<file path="src/rtl/chan_stop_seq_pkg.sv">
package chan_stop_seq_pkg;
  typedef enum logic [2:0] {
    ST_IDLE = 3'b000,
    ST_RUN  = 3'b001,
    ST_GAP  = 3'b011,
    ST_STOP = 3'b101
  } chan_st_e;

  typedef enum logic [1:0] {
    MD_SINGLE  = 2'd0,
    MD_REFRESH = 2'd1,
    MD_TRIG    = 2'd2
  } mode_e;

  localparam int unsigned NUM_FLAGS = 2;
  localparam int unsigned FLAG_SD   = 0;
  localparam int unsigned FLAG_FLD  = 1;
endpackage

</file>
<file path="src/rtl/chan_stop_seq_mode.sv">
module chan_stop_seq_mode
  import chan_stop_seq_pkg::*;
(
  input  logic  loop_en_i,
  input  logic  trig_en_i,
  output mode_e mode_o
);
  always_comb begin
    if (trig_en_i)      mode_o = MD_TRIG;
    else if (loop_en_i) mode_o = MD_REFRESH;
    else                mode_o = MD_SINGLE;
  end
endmodule

</file>
<file path="src/rtl/chan_stop_seq_cmd.sv">
module chan_stop_seq_cmd
  import chan_stop_seq_pkg::*;
(
  input  chan_st_e st_i,
  input  mode_e    mode_i,
  input  logic     busy_i,
  input  logic     wr_i,
  input  logic     begin_i,
  input  logic     halt_i,
  input  logic     endseq_i,
  output logic     act_start_o,
  output logic     act_abort_o,
  output logic     act_pend_ack_o,
  output logic     act_pend_frm_o
);
  logic acc;
  assign acc = wr_i && !busy_i;

  always_comb begin
    act_start_o    = 1'b0;
    act_abort_o    = 1'b0;
    act_pend_ack_o = 1'b0;
    act_pend_frm_o = 1'b0;
    if (acc) begin
      unique case (st_i)
        ST_IDLE: act_start_o = begin_i;
        ST_RUN: begin
          if (mode_i == MD_TRIG) act_abort_o = halt_i || endseq_i;
          else if (halt_i)       act_pend_ack_o = 1'b1;
          else if (mode_i == MD_REFRESH) act_pend_frm_o = endseq_i;
        end
        ST_GAP: begin
          if (mode_i == MD_REFRESH) act_abort_o = halt_i || endseq_i;
          else if (mode_i == MD_TRIG) begin
            // halt outranks end-of-sequence
            if (halt_i) act_pend_ack_o = 1'b1;
            else        act_pend_frm_o = endseq_i;
          end
        end
        default: ;
      endcase
    end
  end
endmodule

</file>
<file path="src/rtl/chan_stop_seq_flags.sv">
module chan_stop_seq_flags #(
  parameter int unsigned N = 2
) (
  input  logic         clk_i,
  input  logic         rst_ni,
  input  logic [N-1:0] set_i,
  input  logic         clr_i,
  output logic [N-1:0] q_o
);
  for (genvar g = 0; g < N; g++) begin : g_flag
    always_ff @(posedge clk_i or negedge rst_ni) begin
      if (!rst_ni)       q_o[g] <= 1'b0;
      else if (set_i[g]) q_o[g] <= 1'b1;
      else if (clr_i)    q_o[g] <= 1'b0;
    end
  end
endmodule

</file>
<file path="src/rtl/chan_stop_seq.sv">
module chan_stop_seq
  import chan_stop_seq_pkg::*;
(
  input  logic       clk_i,
  input  logic       rst_ni,
  input  logic       cmd_wr_i,
  input  logic       cmd_begin_i,
  input  logic       cmd_halt_i,
  input  logic       cmd_endseq_i,
  input  logic       loop_en_i,
  input  logic       trig_en_i,
  input  logic       ack_done_i,
  input  logic       frame_done_i,
  input  logic       stop_sent_i,
  input  logic       next_go_i,
  input  logic       flag_clr_i,
  output logic       start_req_o,
  output logic       stop_req_o,
  output logic       abort_o,
  output logic       cnt_upd_o,
  output logic [2:0] state_o,
  output logic       seq_done_o,
  output logic       frame_loop_done_o
);
  mode_e    mode;
  chan_st_e st_q, st_d;
  logic     pa_q, pa_d, pf_q, pf_d;
  logic     busy, in_loop;
  logic     a_start, a_abort, a_pack, a_pfrm;
  logic     e_start, e_stop, e_abort, e_cnt;
  logic [NUM_FLAGS-1:0] fl_set, fl_q;

  assign busy    = pa_q || pf_q || (st_q == ST_STOP);
  assign in_loop = (mode != MD_SINGLE);

  chan_stop_seq_mode u_mode (
    .loop_en_i (loop_en_i),
    .trig_en_i (trig_en_i),
    .mode_o    (mode)
  );

  chan_stop_seq_cmd u_cmd (
    .st_i           (st_q),
    .mode_i         (mode),
    .busy_i         (busy),
    .wr_i           (cmd_wr_i),
    .begin_i        (cmd_begin_i),
    .halt_i         (cmd_halt_i),
    .endseq_i       (cmd_endseq_i),
    .act_start_o    (a_start),
    .act_abort_o    (a_abort),
    .act_pend_ack_o (a_pack),
    .act_pend_frm_o (a_pfrm)
  );

  always_comb begin
    st_d    = st_q;
    pa_d    = pa_q;
    pf_d    = pf_q;
    e_start = 1'b0;
    e_stop  = 1'b0;
    e_abort = 1'b0;
    e_cnt   = 1'b0;
    fl_set  = '0;
    if (a_abort) begin
      st_d    = ST_IDLE;
      pa_d    = 1'b0;
      pf_d    = 1'b0;
      e_abort = 1'b1;
      fl_set  = '1;
    end else begin
      if (a_pack) pa_d = 1'b1;
      if (a_pfrm) pf_d = 1'b1;
      if (pa_q && ack_done_i && (st_q == ST_RUN || st_q == ST_GAP)) begin
        st_d   = ST_STOP;
        pa_d   = 1'b0;
        pf_d   = 1'b0;
        e_stop = 1'b1;
        e_cnt  = 1'b1;
        fl_set[FLAG_SD]  = 1'b1;
        fl_set[FLAG_FLD] = in_loop;
      end else begin
        unique case (st_q)
          ST_IDLE: if (a_start) begin
            st_d    = ST_RUN;
            e_start = 1'b1;
          end
          ST_RUN: if (frame_done_i && !pa_q) begin
            if (pf_q) begin
              st_d   = ST_STOP;
              pf_d   = 1'b0;
              e_stop = 1'b1;
              fl_set = '1;
            end else if (in_loop) begin
              st_d = ST_GAP;
            end else begin
              st_d = ST_IDLE;
              fl_set[FLAG_SD] = 1'b1;
            end
          end
          ST_GAP: if (next_go_i) begin
            st_d    = ST_RUN;
            e_start = 1'b1;
          end
          ST_STOP: if (stop_sent_i) begin
            st_d = ST_IDLE;
            pa_d = 1'b0;
            pf_d = 1'b0;
          end
          default: st_d = ST_IDLE;
        endcase
      end
    end
  end

  always_ff @(posedge clk_i or negedge rst_ni) begin
    if (!rst_ni) begin
      st_q        <= ST_IDLE;
      pa_q        <= 1'b0;
      pf_q        <= 1'b0;
      start_req_o <= 1'b0;
      stop_req_o  <= 1'b0;
      abort_o     <= 1'b0;
      cnt_upd_o   <= 1'b0;
    end else begin
      st_q        <= st_d;
      pa_q        <= pa_d;
      pf_q        <= pf_d;
      start_req_o <= e_start;
      stop_req_o  <= e_stop;
      abort_o     <= e_abort;
      cnt_upd_o   <= e_cnt;
    end
  end

  chan_stop_seq_flags #(.N(NUM_FLAGS)) u_flags (
    .clk_i  (clk_i),
    .rst_ni (rst_ni),
    .set_i  (fl_set),
    .clr_i  (flag_clr_i),
    .q_o    (fl_q)
  );

  assign state_o           = st_q;
  assign seq_done_o        = fl_q[FLAG_SD];
  assign frame_loop_done_o = fl_q[FLAG_FLD];
endmodule

</file>
<file path="config.mk">
export PLATFORM = sky130hd
export DESIGN_NAME = chan_stop_seq
export DESIGN_NICKNAME = d
export VERILOG_FILES = /design/src/rtl/chan_stop_seq_pkg.sv /design/src/rtl/chan_stop_seq_mode.sv /design/src/rtl/chan_stop_seq_cmd.sv /design/src/rtl/chan_stop_seq_flags.sv /design/src/rtl/chan_stop_seq.sv
export SDC_FILE = /design/constraint.sdc
export NUM_CORES = 1
export LEC_CHECK = 0
export BUFFER_PORTS_ARGS = -buffer_cell sky130_fd_sc_hd__buf_2
export CAP_MARGIN = 10
export CELL_PAD_IN_SITES_DETAIL_PLACEMENT = 1
export CELL_PAD_IN_SITES_GLOBAL_PLACEMENT = 1
export CORE_MARGIN = 2
export CORE_UTILIZATION = 36
export DETAILED_ROUTE_END_ITERATION = 10
export MAX_ROUTING_LAYER = met4
export PLACE_DENSITY_LB_ADDON = 0.1
export SYNTH_ARGS = -nofsm -noshare
export SYNTH_HDL_FRONTEND = slang
export SYNTH_SLANG_ARGS = --single-unit
export TNS_END_PERCENT = 5
</file>
<file path="constraint.sdc">
create_clock -name clk_i -period 4.1 [get_ports clk_i]
set_input_delay 0.41 -clock clk_i [delete_from_list [all_inputs] [get_ports clk_i]]
set_output_delay 0.41 -clock clk_i [all_outputs]
set_load 0.03 [all_outputs]
</file>
* After elaboration in Yosys (flattened, before gate mapping)
Cells that the tools add are included.
Storage, ports and cells: logic and storage cells 98, output and inout bits 9, flip-flop bits (word level) 11, input bits 13
Operators by class: reductions and logical operators 15, multiplexer cells 65, eq/ne operators 9
Operators by type and width (number):
- 2-to-1 mux 1 bit | 46
- 2-to-1 mux 3 bit | 7
- 2-to-1 mux 2 bit | 6
- case mux 3 bit (4 select lines) | 1
- case mux 1 bit (2 select lines) | 5
- inequality test 4 x 3 -> 1 bit (second input constant) | 2
- nonzero test 2 bit | 3
- logical AND 1 bit | 4
- logical OR 1 bit | 4
- inequality test 4 x 2 -> 1 bit (second input constant) | 1
- inequality test 4 bit (second input constant) | 1
- AND reduction 4 bit | 1
- equality test 3 x 1 -> 1 bit (second input constant) | 1
- equality test 3 x 2 -> 1 bit (second input constant) | 1
- equality test 3 bit (second input constant) | 1
- logical NOT 3 bit | 1
- equality test 2 x 1 -> 1 bit (second input constant) | 1
- equality test 2 bit (second input constant) | 1
- logical NOT 1 bit | 2

* Depth between registers and ports, before layout
Gate-level depths: netlist of the first run.
word-level depth 14, gate-level depth with buffers 5, gate-level depth less buffers 4

* Modules after synthesis
From an unflattened synthesis of the first run, not the netlist that was laid out.
Unflattened totals: cell total of the unflattened synthesis 76, area total of the unflattened synthesis 729.4 um2
Modules (own cells, without submodules):
- chan_stop_seq | instances 1, cells each 55, area an instance 521.8 um2, seq. area each 225.2 um2
- chan_stop_seq_cmd | instances 1, cells each 14, area an instance 117.6 um2, seq. area each 0.0 um2
- chan_stop_seq_flags | instances 1, cells each 5, area an instance 68.8 um2, seq. area each 50.0 um2
- chan_stop_seq_mode | instances 1, cells each 2, area an instance 21.3 um2, seq. area each 0.0 um2

* Least setup slack after synthesis of the first run
Ideal clock, no wire load.
path kind flip-flop to flip-flop, start point register st_q[0] (netlist: state_o[0]), end point register u_flags.q_o[0], setup slack 2440 ps, cell stages (with the launch flop) 6, arrival 1531 ps, buffers on the path 1, clock period less this slack 1660 ps, library setup time 129 ps, cells stage by stage dfrtp_1 -> nor2b_2 -> and3_1 -> and2_1 -> buf_6 -> a2111o_1
Between the ends: cells in the longest elaborated chain, start to end 7, elaborated cells between the ends (all ways) 15, classes of those cells eq/ne (3); mux (6); reduce/logical (6)
RTL lines:
- start: declaration | RTL line chan_stop_seq.sv:26 | chan_st_e st_q, st_d;
- start signal: assignment | RTL line chan_stop_seq.sv:126 | st_q <= st_d;
- equality test 3 bit | RTL line chan_stop_seq.sv:33 | assign busy = pa_q || pf_q || (st_q == ST_STOP);
- logical OR 1 bit | RTL line chan_stop_seq.sv:33
- logical NOT 1 bit | RTL line chan_stop_seq_cmd.sv:17 | assign acc = wr_i && !busy_i;
- logical AND 1 bit | RTL line chan_stop_seq_cmd.sv:17
- 2-to-1 mux 1 bit * | RTL line chan_stop_seq_cmd.sv:24 | if (acc) begin
- named net a_abort | RTL line chan_stop_seq.sv:29 | logic a_start, a_abort, a_pack, a_pfrm;
- 2-to-1 mux 2 bit * | RTL line chan_stop_seq.sv:65 | if (a_abort) begin
- 2-to-1 mux 1 bit / nonzero test 2 bit (equally long branches)
- end signal: indexed assignment | RTL line chan_stop_seq_flags.sv:12 | if (!rst_ni) q_o[g] <= 1'b0;
- end signal: indexed assignment | RTL line chan_stop_seq_flags.sv:13 | else if (set_i[g]) q_o[g] <= 1'b1;
- end signal: indexed assignment | RTL line chan_stop_seq_flags.sv:14 | else if (clr_i) q_o[g] <= 1'b0;
- end: declaration | RTL line chan_stop_seq_flags.sv:8 | output logic [N-1:0] q_o
The timed path passes the listed nets; every way through them passes the cells marked *. A chain may end at the register's enable or synchronous reset.

* Worst setup path in the final report of the first run
start point register st_q[0] (netlist: state_o[0]), end point register u_flags.q_o[1]
Between the ends: cells in the longest elaborated chain, start to end 7, elaborated cells between the ends (all ways) 15, classes of those cells eq/ne (3); mux (6); reduce/logical (6)
RTL lines (RTL line):
- equality test 3 bit | chan_stop_seq.sv:33
- logical OR 1 bit | chan_stop_seq.sv:33
- logical NOT 1 bit | chan_stop_seq_cmd.sv:17
- logical AND 1 bit | chan_stop_seq_cmd.sv:17
- 2-to-1 mux 1 bit | chan_stop_seq_cmd.sv:24
- 2-to-1 mux 2 bit * | chan_stop_seq.sv:65
- 2-to-1 mux 1 bit / nonzero test 2 bit (equally long branches)
Every way passes the cells marked *; elsewhere a longest branch is shown, timed or not.

==> results of run 1 <==
synth_stat cells, drive strengths merged (2+ instances only):
library cell  number
nor3               2
buf                3
and3               3
nand2              4
dfrtp             11
nand3              4
nand4b             2
nor2b              2
o21ai              2
a2111oi            2
a21oi              2
nor2               5
worst max-delay path: stages (launching register included):
cell and delay (ns):
dfrtp_1 0.43, nor2b_2 0.18, and3_1 0.29, a41o_1 0.28, a221o_1 0.29
area by class of cell:
cell class,count,area [sq um]
clock buffers,4,26.3
fillers,189,792
inverters,1,3.75
multi-input cells,42,274
flip-flops and latches,11,275
well taps,16,20.0
repair buffers,22,115
final timing paths:
| path | startpoint | to | slack [ns] | cells after the start |
|---|---|---|---|---|
| setup / recovery | state_o[0] | u_flags.q_o[1] | 2.51 | 4 |
| hold / removal | stop_sent_i | state_o[2] | 0.35 | 2 |
| setup reg to reg | state_o[0] | u_flags.q_o[1] | 2.51 | 4 |
| hold reg to reg | u_flags.q_o[0] | u_flags.q_o[0] | 0.50 | 1 |
| max in group asynchronous | rst_ni | state_o[1] | 3.36 | 2 |
| min in group asynchronous | rst_ni | stop_req_o | 0.54 | 2 |
metal layers:
metal	wire length (um)	global-route usage, %
met5	0	-
met1	620	23.8
met4	12	4.24
met3	84	7.76
met2	656	28.8
registers in the layout, indices dropped and copies added (netlist names):
name	flops
stop_req_o	1
cnt_upd_o	1
state_o	3
pf_q	1
pa_q	1
u_flags.q_o	2
start_req_o	1
abort_o	1
cells in the final DEF, fill, tap and decap left out, types with 3 or more instances in the layout:
master / instances
buf_2: 21
dfrtp_1: 11
nor2_1: 5
nand2_1: 4
nand3_1: 4
and3_1: 3
clkbuf_4: 3
power by group through the flow:
stage / clock network, W / registers, W / logic, W
after floorplan: 0 / 0.000218 / 0.000105
final: 0.0000711 / 0.000178 / 0.000195
after detailed placement: 0 / 0.000181 / 0.000196
after global placement: 0 / 0.000179 / 0.000193
after CTS: 0.0000748 / 0.000179 / 0.000198
after global routing: 0.0000812 / 0.000187 / 0.000219
cell families (layout without fill, tap and decap cells):
logic type | count (synthesis) | count (layout)
simple gates | 28 | 28
compound gates | 13 | 13
flops | 11 | 11
buf+inv | 4 | 27
xor+xnor | 1 | 1
per-stage QoR:
step	total power, W	cell area, sq um	setup slack (ns)
global placement	0.000372	678	2.50
finish	0.000444	714	2.51
global route	0.000487	714	2.39
floorplan	0.000324	581	2.44
detailed placement	0.000377	678	2.50
CTS	0.000452	714	2.50
timing repair:
item | 4_1_cts | 5_1_grt
setup buffers | 0 | 0
endpoints found under the hold margin | 11 | 0
hold buffers | 1 | 0
resized for setup | 0 | 0
==> run summary, run 1 <==
setup TNS -> 0 ns
syn avg cell area -> 10.2 sq um
leading post-synthesis cells by cell area -> dfrtp_1 47%, a2111oi_2 5.2%, buf_6 3.9%
Routed WL -> 1370 um
NetSw -> 0.000192 W
largest family of logic cells by synthesized area -> simple AND/OR/NAND/NOR gates
fin crit period -> 1.59 ns
adder and majority cell fraction of the synthesized area -> 0%
Clk pwr share -> 16.0%
Post-Syn Area -> 581 sq um
# port buffers -> 21
Die Width -> 44.2 um
Fmax -> 628 MHz
CTS tree -> done
post-synthesis mux area share -> 0%
Worst-Margin Slew -> 0.358 ns
Initial Util -> 38.5%
vias in the first global route -> 579
htree depth -> 1
vias per cell -> 5.50
Initial DRT Pass Iterations -> 2
clk slew on worst S/H paths -> 0.06 ns
DRC -> 0
CORE AREA -> 1510 sq um
routed vias -> 528
Tot GR Track Use -> 19.0%
Antenna diodes -> 0
sequential area share after synthesis -> 47.4%
Pwr Density -> 622 nW/um^2
crit end category -> flip-flop
CTS buffer count -> 3
simple-gate portion of the synthesized area -> 26.7%
CP arrival -> 1.74 ns
final hold violations -> 0
yosys warns -> 0
Critical Path RT -> 4.25 ns
peak supply drop -> 0.243 mV
Comb pwr share -> 43.9%
WL/cell -> 14.3 um
largest net degree at the start of global routing -> 13
Clock Sink Count -> 11
Synthesized Nets -> 70
Syn Inst Count -> 57
clk buf depth -> 2
Hold Path Class -> input port to flip-flop
EDFF count, synth -> 0
max cap viols -> 0
Sw Ratio -> 43.2%
Nets -> 94
Synth Flop Type -> dfrtp_1
CTS Root Cell -> clkbuf_4
DP Wirelength -> 1070 um
number of core rows -> 14
Iter 0 DRT Violations -> 6
Synth Register Bits -> 11
Yosys top cell area share -> 47.4%
worst hold margin -> 0.351 ns
Clock Skews -> 0.00166 ns
gr ovfl total -> 0
status -> completed
number of setup violations in the final report -> 0
Finished Core Util -> 47.4%
Tcrit/Tclk final -> 38.8%
first-pass GRT wire length -> 2610 um
largest area contributor in the netlist -> dfrtp_1
Cells after DPL -> 91
Boundary Pins -> 22
Critical Path Fanout Max -> 8
Flop pwr share -> 40.1%
Int Power -> 0.000252 W
Unique masters post-synth -> 29
die height -> 44.2 um
post-route insts no fill -> 96
area fraction in compound gates after synthesis -> 19.0%
Worst setup SP type -> flip-flop
area grow syn2layout -> 23.1%
layout cells sized above 1 -> 35.0%
Post-Synth XOR/XNOR Area -> 1.51%
Final ANT Viol Nets -> 0
Die ar. -> 1950 sq um
final slew viol count -> 0
Skew-Pair Late Insertion Delay -> 0.26 ns
Leak Pwr -> 0.364 nW
RSZ-0062 raised after global routing -> no
Crit Path Class -> flip-flop to flip-flop
async set or reset register ratio after synthesis -> 100%
initial antenna violation count -> 0
GP Congestion -> 0.794
max_slew headroom -> 76.1%
Power figures use the tool's default switching activity.
==> inputs of run 2 (changes only) <==
--- a/config.mk
+++ b/config.mk
@@ -10,7 +10,7 @@
 export CELL_PAD_IN_SITES_DETAIL_PLACEMENT = 1
 export CELL_PAD_IN_SITES_GLOBAL_PLACEMENT = 1
 export CORE_MARGIN = 2
-export CORE_UTILIZATION = 36
+export CORE_UTILIZATION = 34
 export DETAILED_ROUTE_END_ITERATION = 10
 export MAX_ROUTING_LAYER = met4
 export PLACE_DENSITY_LB_ADDON = 0.1
==> constraint.sdc (replaced) <==
create_clock -name clk_i -period 1.6 [get_ports clk_i]
set_input_delay 0.16 -clock clk_i [delete_from_list [all_inputs] [get_ports clk_i]]
set_output_delay 0.16 -clock clk_i [all_outputs]
set_load 0.03 [all_outputs]
==> run summary, run 2 (synthesized netlist as in run 1, its figures left out) <==
Boundary Pins -> 22
peak supply drop -> 0.806 mV
CP startpoint -> state_o[0]
Clk pwr share -> 16.1%
Nets -> 99
Reg area -> 279 sq um
gr ovfl total -> 0
Multi-input gate area -> 294 sq um
status -> completed
Worst path depth -> 4
Initial Util -> 37.2%
vias in the first global route -> 550
R2R Path Start -> state_o[0]
NetSw -> 0.000539 W
max reg flops -> 3
max_slew headroom -> 78.1%
WL/cell -> 15.1 um
Comb pwr share -> 47.9%
crit end category -> flip-flop
CTS Root Cell -> clkbuf_4
vias per cell -> 5.40
clk slew on worst S/H paths -> 0.08 ns
Flop pwr share -> 36.0%
GP Congestion -> 0.780
Leak Pwr -> 0.390 nW
Clock Sink Count -> 11
Int Power -> 0.000711 W
Die ar. -> 2050 sq um
Critical path destination -> u_flags.q_o[1]
final hold violations -> 0
area grow syn2layout -> 33.6%
Worst-Margin Slew -> 0.328 ns
DP Wirelength -> 1180 um
largest net degree at the start of global routing -> 12
number of setup violations in the final report -> 0
worst reg2reg endpoint -> u_flags.q_o[1]
Antenna diodes -> 0
DRC -> 0
setup TNS -> 0 ns
R2R cell count -> 4
first-pass GRT wire length -> 2490 um
CP max-delay cell -> dfrtp_2
routed vias -> 545
most frequent cells in the layout -> 21 x buf_2, 8 x dfrtp_1, 5 x nor2_1, 5 x buf_4
Clock Skews -> 0.00573 ns
Final ANT Viol Nets -> 0
RSZ-0062 raised after global routing -> no
Die Width -> 45.3 um
Pwr Density -> 1610 nW/um^2
design area -> 776 sq um
Tcrit/Tclk final -> 94.6%
# port buffers -> 21
CP arrival -> 1.68 ns
number of core rows -> 14
initial antenna violation count -> 0
Placed Area -> 718 sq um
crit-path cells -> nor2b_2 -> and3_1 -> a41o_1 -> a221o_1
CTS buffer count -> 3
Crit Path Class -> flip-flop to flip-flop
die height -> 45.3 um
Post-CTS Setup Bufs -> 0
max cap viols -> 0
Fmax -> 661 MHz
Top Family by Delay on Critical Path -> compound AO/OA/AOI/OAI gates
final slew viol count -> 0
Sw Ratio -> 43.1%
Iter 0 DRT Violations -> 11
Critical Path RT -> 1.76 ns
critical path's largest stage delay -> 0.44 ns
Hold Path Class -> input port to flip-flop
Routed WL -> 1520 um
most common cell after layout, fill and taps aside -> buf_2
layout cells sized above 1 -> 44.7%
Critical path buffers and inverters -> 0
Critical Path Fanout Max -> 6
FILL cells -> 187
Tot GR Track Use -> 18.1%
htree depth -> 1
fin crit period -> 1.51 ns
Initial DRT Pass Iterations -> 3
Worst setup SP type -> flip-flop
CTS tree -> done
Skew-Pair Late Insertion Delay -> 0.28 ns
CORE AREA -> 1560 sq um
clk buf depth -> 2
reg2reg setup slack -> 0.09 ns
## run 2: changes by cell type in the layout (fill, tap and decap cells not counted)
cell	previous run	this run
nor3b_1	1	0
a2111oi_2	2	1
a2111oi_4	0	1
buf_4	0	5
dfrtp_1	11	8
dfrtp_2	0	3
and2_4	0	1
nor3b_2	0	1
and2_1	1	0
## run 2: how the worst min path moves through the flow
stage	endpoint	depth (start not counted)	from
after CTS	state_o[2]	2	stop_sent_i
after detailed placement	start_req_o	1	rst_ni
after global placement	start_req_o	1	rst_ni
final	state_o[2]	2	stop_sent_i
after floorplan	abort_o	0	rst_ni
after global routing	state_o[2]	2	stop_sent_i
## run 2: final cells by class
class / count / area share (%)
clock buffer: 4 / 3.39
sequential: 11 / 36.0
tap: 16 / 2.58
timing repair buffer: 27 / 19.7
multi-input combinational: 42 / 37.9
inverter: 1 / 0.484
## run 2: per-layer routing
layer	vias to the layer above	track usage, %	part of all wire (%)
met2	18	26.6	42
li1	268	-	-
met1	254	23.0	51
met4	0	10.6	2.4
met3	5	3.60	4.5
met5	-	-	0
## run 2: repair_timing
action / CTS / global route
gates resized for setup: 0 / 5
endpoints found under the setup margin: 0 / 3
hold endpoints to repair: 11 / 0
hold buffers: 1 / 0
## run 2: worst reg2reg max path, delay by kind of cell, from the launching register on
kind            cells  cell delay (ns)
compound gates      2             0.55
flops               1             0.44
simple gates        2             0.41
## run 2: metrics by stage
stage               std cells  total power, W  utilization, %  hold slack [ns]  setup WS [ns]
global placement           96         0.00101            46.1           0.0438         0.0732
global route              101         0.00133            49.8           0.0975         0.0427
CTS                       101         0.00123            48.4           0.0757        0.00699
finish                    101         0.00125            49.8           0.0779         0.0861
floorplan                  57        0.000833               -           -0.136        0.00761
detailed placement         96         0.00103            46.1           0.0454         0.0207
## run 2: power by group through the flow
stage	Combinational (W)	Sequential [W]	Clock, W
after floorplan	0.000270	0.000564	0
after global placement	0.000567	0.000448	0
after detailed placement	0.000574	0.000452	0
after CTS	0.000577	0.000446	0.000203
after global routing	0.000650	0.000466	0.000216
final	0.000598	0.000450	0.000201
==> inputs of run 3 (changes only) <==
--- a/config.mk
+++ b/config.mk
@@ -6,9 +6,10 @@
 export NUM_CORES = 1
 export LEC_CHECK = 0
 export BUFFER_PORTS_ARGS = -buffer_cell sky130_fd_sc_hd__buf_2
-export CAP_MARGIN = 10
+export CAP_MARGIN = 0
 export CELL_PAD_IN_SITES_DETAIL_PLACEMENT = 1
 export CELL_PAD_IN_SITES_GLOBAL_PLACEMENT = 1
+export CORE_ASPECT_RATIO = 0.9
 export CORE_MARGIN = 2
 export CORE_UTILIZATION = 34
 export DETAILED_ROUTE_END_ITERATION = 10
==> run summary, run 3 (synthesized netlist as in run 1, its figures left out) <==
CORE AREA -> 1650 sq um
# port buffers -> 21
Post-CTS Setup Bufs -> 0
Final ANT Viol Nets -> 0
Hold Path Class -> input port to flip-flop
most common cell after layout, fill and taps aside -> buf_2
Skew-Pair Late Insertion Delay -> 0.27 ns
Worst setup SP type -> flip-flop
GP Congestion -> 0.767
Clock Skews -> 0.000306 ns
die height -> 43.2 um
Critical Path Fanout Max -> 8
CTS tree -> done
final hold violations -> 0
Antenna diodes -> 0
max reg flops -> 3
Tcrit/Tclk final -> 96.0%
Finished Core Util -> 47.4%
Initial DRT Pass Iterations -> 4
initial antenna violation count -> 0
final slew viol count -> 0
R2R cell count -> 4
Boundary Pins -> 22
area grow syn2layout -> 34.5%
Clock Sink Count -> 11
WL/cell -> 13.5 um
setup TNS -> 0 ns
Nets -> 101
largest net degree at the start of global routing -> 12
CP arrival -> 1.69 ns
setup slack at placement -> 0.0770 ns
final worst slack -> 0.0644 ns
CP max-delay cell -> a2111o_1
status -> completed
layout cells sized above 1 -> 43.7%
routed vias -> 548
DRC -> 0
clk slew on worst S/H paths -> 0.07 ns
crit-path cells -> nor2b_2 -> and3_1 -> and2_1 -> a2111o_1
max_slew headroom -> 75.9%
peak supply drop -> 0.819 mV
RSZ-0062 raised after global routing -> no
most frequent cells in the layout -> 21 x buf_2, 8 x dfrtp_1, 7 x buf_4, 5 x nor2_1
Leak Pwr -> 0.397 nW
gr ovfl total -> 0
crit end category -> flip-flop
DP Wirelength -> 1200 um
Routed WL -> 1500 um
fin crit period -> 1.54 ns
vias in the first global route -> 547
Fmax -> 651 MHz
clk buf depth -> 2
CTS buffer count -> 3
Die ar. -> 2050 sq um
Min-Delay Path Depth -> 2
vias per cell -> 4.94
first-pass GRT wire length -> 2350 um
post-route insts no fill -> 111
Die Width -> 47.6 um
Initial Util -> 35.3%
Worst-Margin Slew -> 0.362 ns
Cells after DPL -> 106
Critical Path RT -> 1.75 ns
Crit Path Class -> flip-flop to flip-flop
CTS Root Cell -> clkbuf_4
Pwr Density -> 1580 nW/um^2
Tot GR Track Use -> 17.5%
max cap viols -> 0
critical path's largest stage delay -> 0.41 ns
Iter 0 DRT Violations -> 5
number of setup violations in the final report -> 0
number of core rows -> 14
htree depth -> 1
-- run 3: cell count changes in the layout (fill, tap and decap cells not counted), sizes merged --
cell  before  now
buf       26   28
-- run 3: worst max-delay path: cells and delay by family (launching register included) --
family           cells  cell delay [ns]
AO/OA/AOI/OAI        1             0.41
AND/OR/NAND/NOR      3             0.61
flip-flops           1             0.40
-- run 3: repair_timing --
action,in CTS,in global routing
hold endpoints to repair,11,0
resized for setup,0,1
hold buffers,1,0
endpoints found under the setup margin,0,3
-- run 3: where the power goes --
part | switching [W] | internal (W) | leakage, nW | total (W)
Clock | 0.0000924 | 0.0000965 | 0.0150 | 0.000189
Combinational | 0.000372 | 0.000253 | 0.239 | 0.000626
Sequential | 0.0000541 | 0.000364 | 0.143 | 0.000419
-- run 3: cell type report --
class | instances | area [sq um]
fill | 217 | 866
timing repair buffer | 29 | 168
clock buffer | 4 | 26.3
inverter | 1 | 3.75
multi-input combinational | 42 | 274
sequential | 11 | 279
tap | 24 | 30.0
-- run 3: stage by stage --
stage,cell area (sq um),power [W],hold slack [ns]
after floorplan,583,0.000833,-0.136
after global placement,743,0.00104,0.0438
after detailed placement,743,0.00105,0.0432
after CTS,779,0.00125,0.0768
after global routing,781,0.00133,0.0795
final,781,0.00123,0.0882
-- run 3: metal layers --
layer  GRT usage [%]  part of all wire (%)  up-vias
met5               -                     0        -
met4            4.86                  0.94        0
met3            7.66                   4.7        2
met2            25.7                    49       12
met1            21.6                    45      261
li1                -                     -      273
-- run 3: worst paths after layout --
kind	from	end	slack, ns
min reg2reg	u_flags.q_o[0]	u_flags.q_o[0]	0.50
min	stop_sent_i	state_o[2]	0.09
max	state_o[0]	u_flags.q_o[0]	0.06
max in group asynchronous	rst_ni	state_o[1]	1.09
max reg2reg	state_o[0]	u_flags.q_o[0]	0.06
min in group asynchronous	rst_ni	start_req_o	0.29
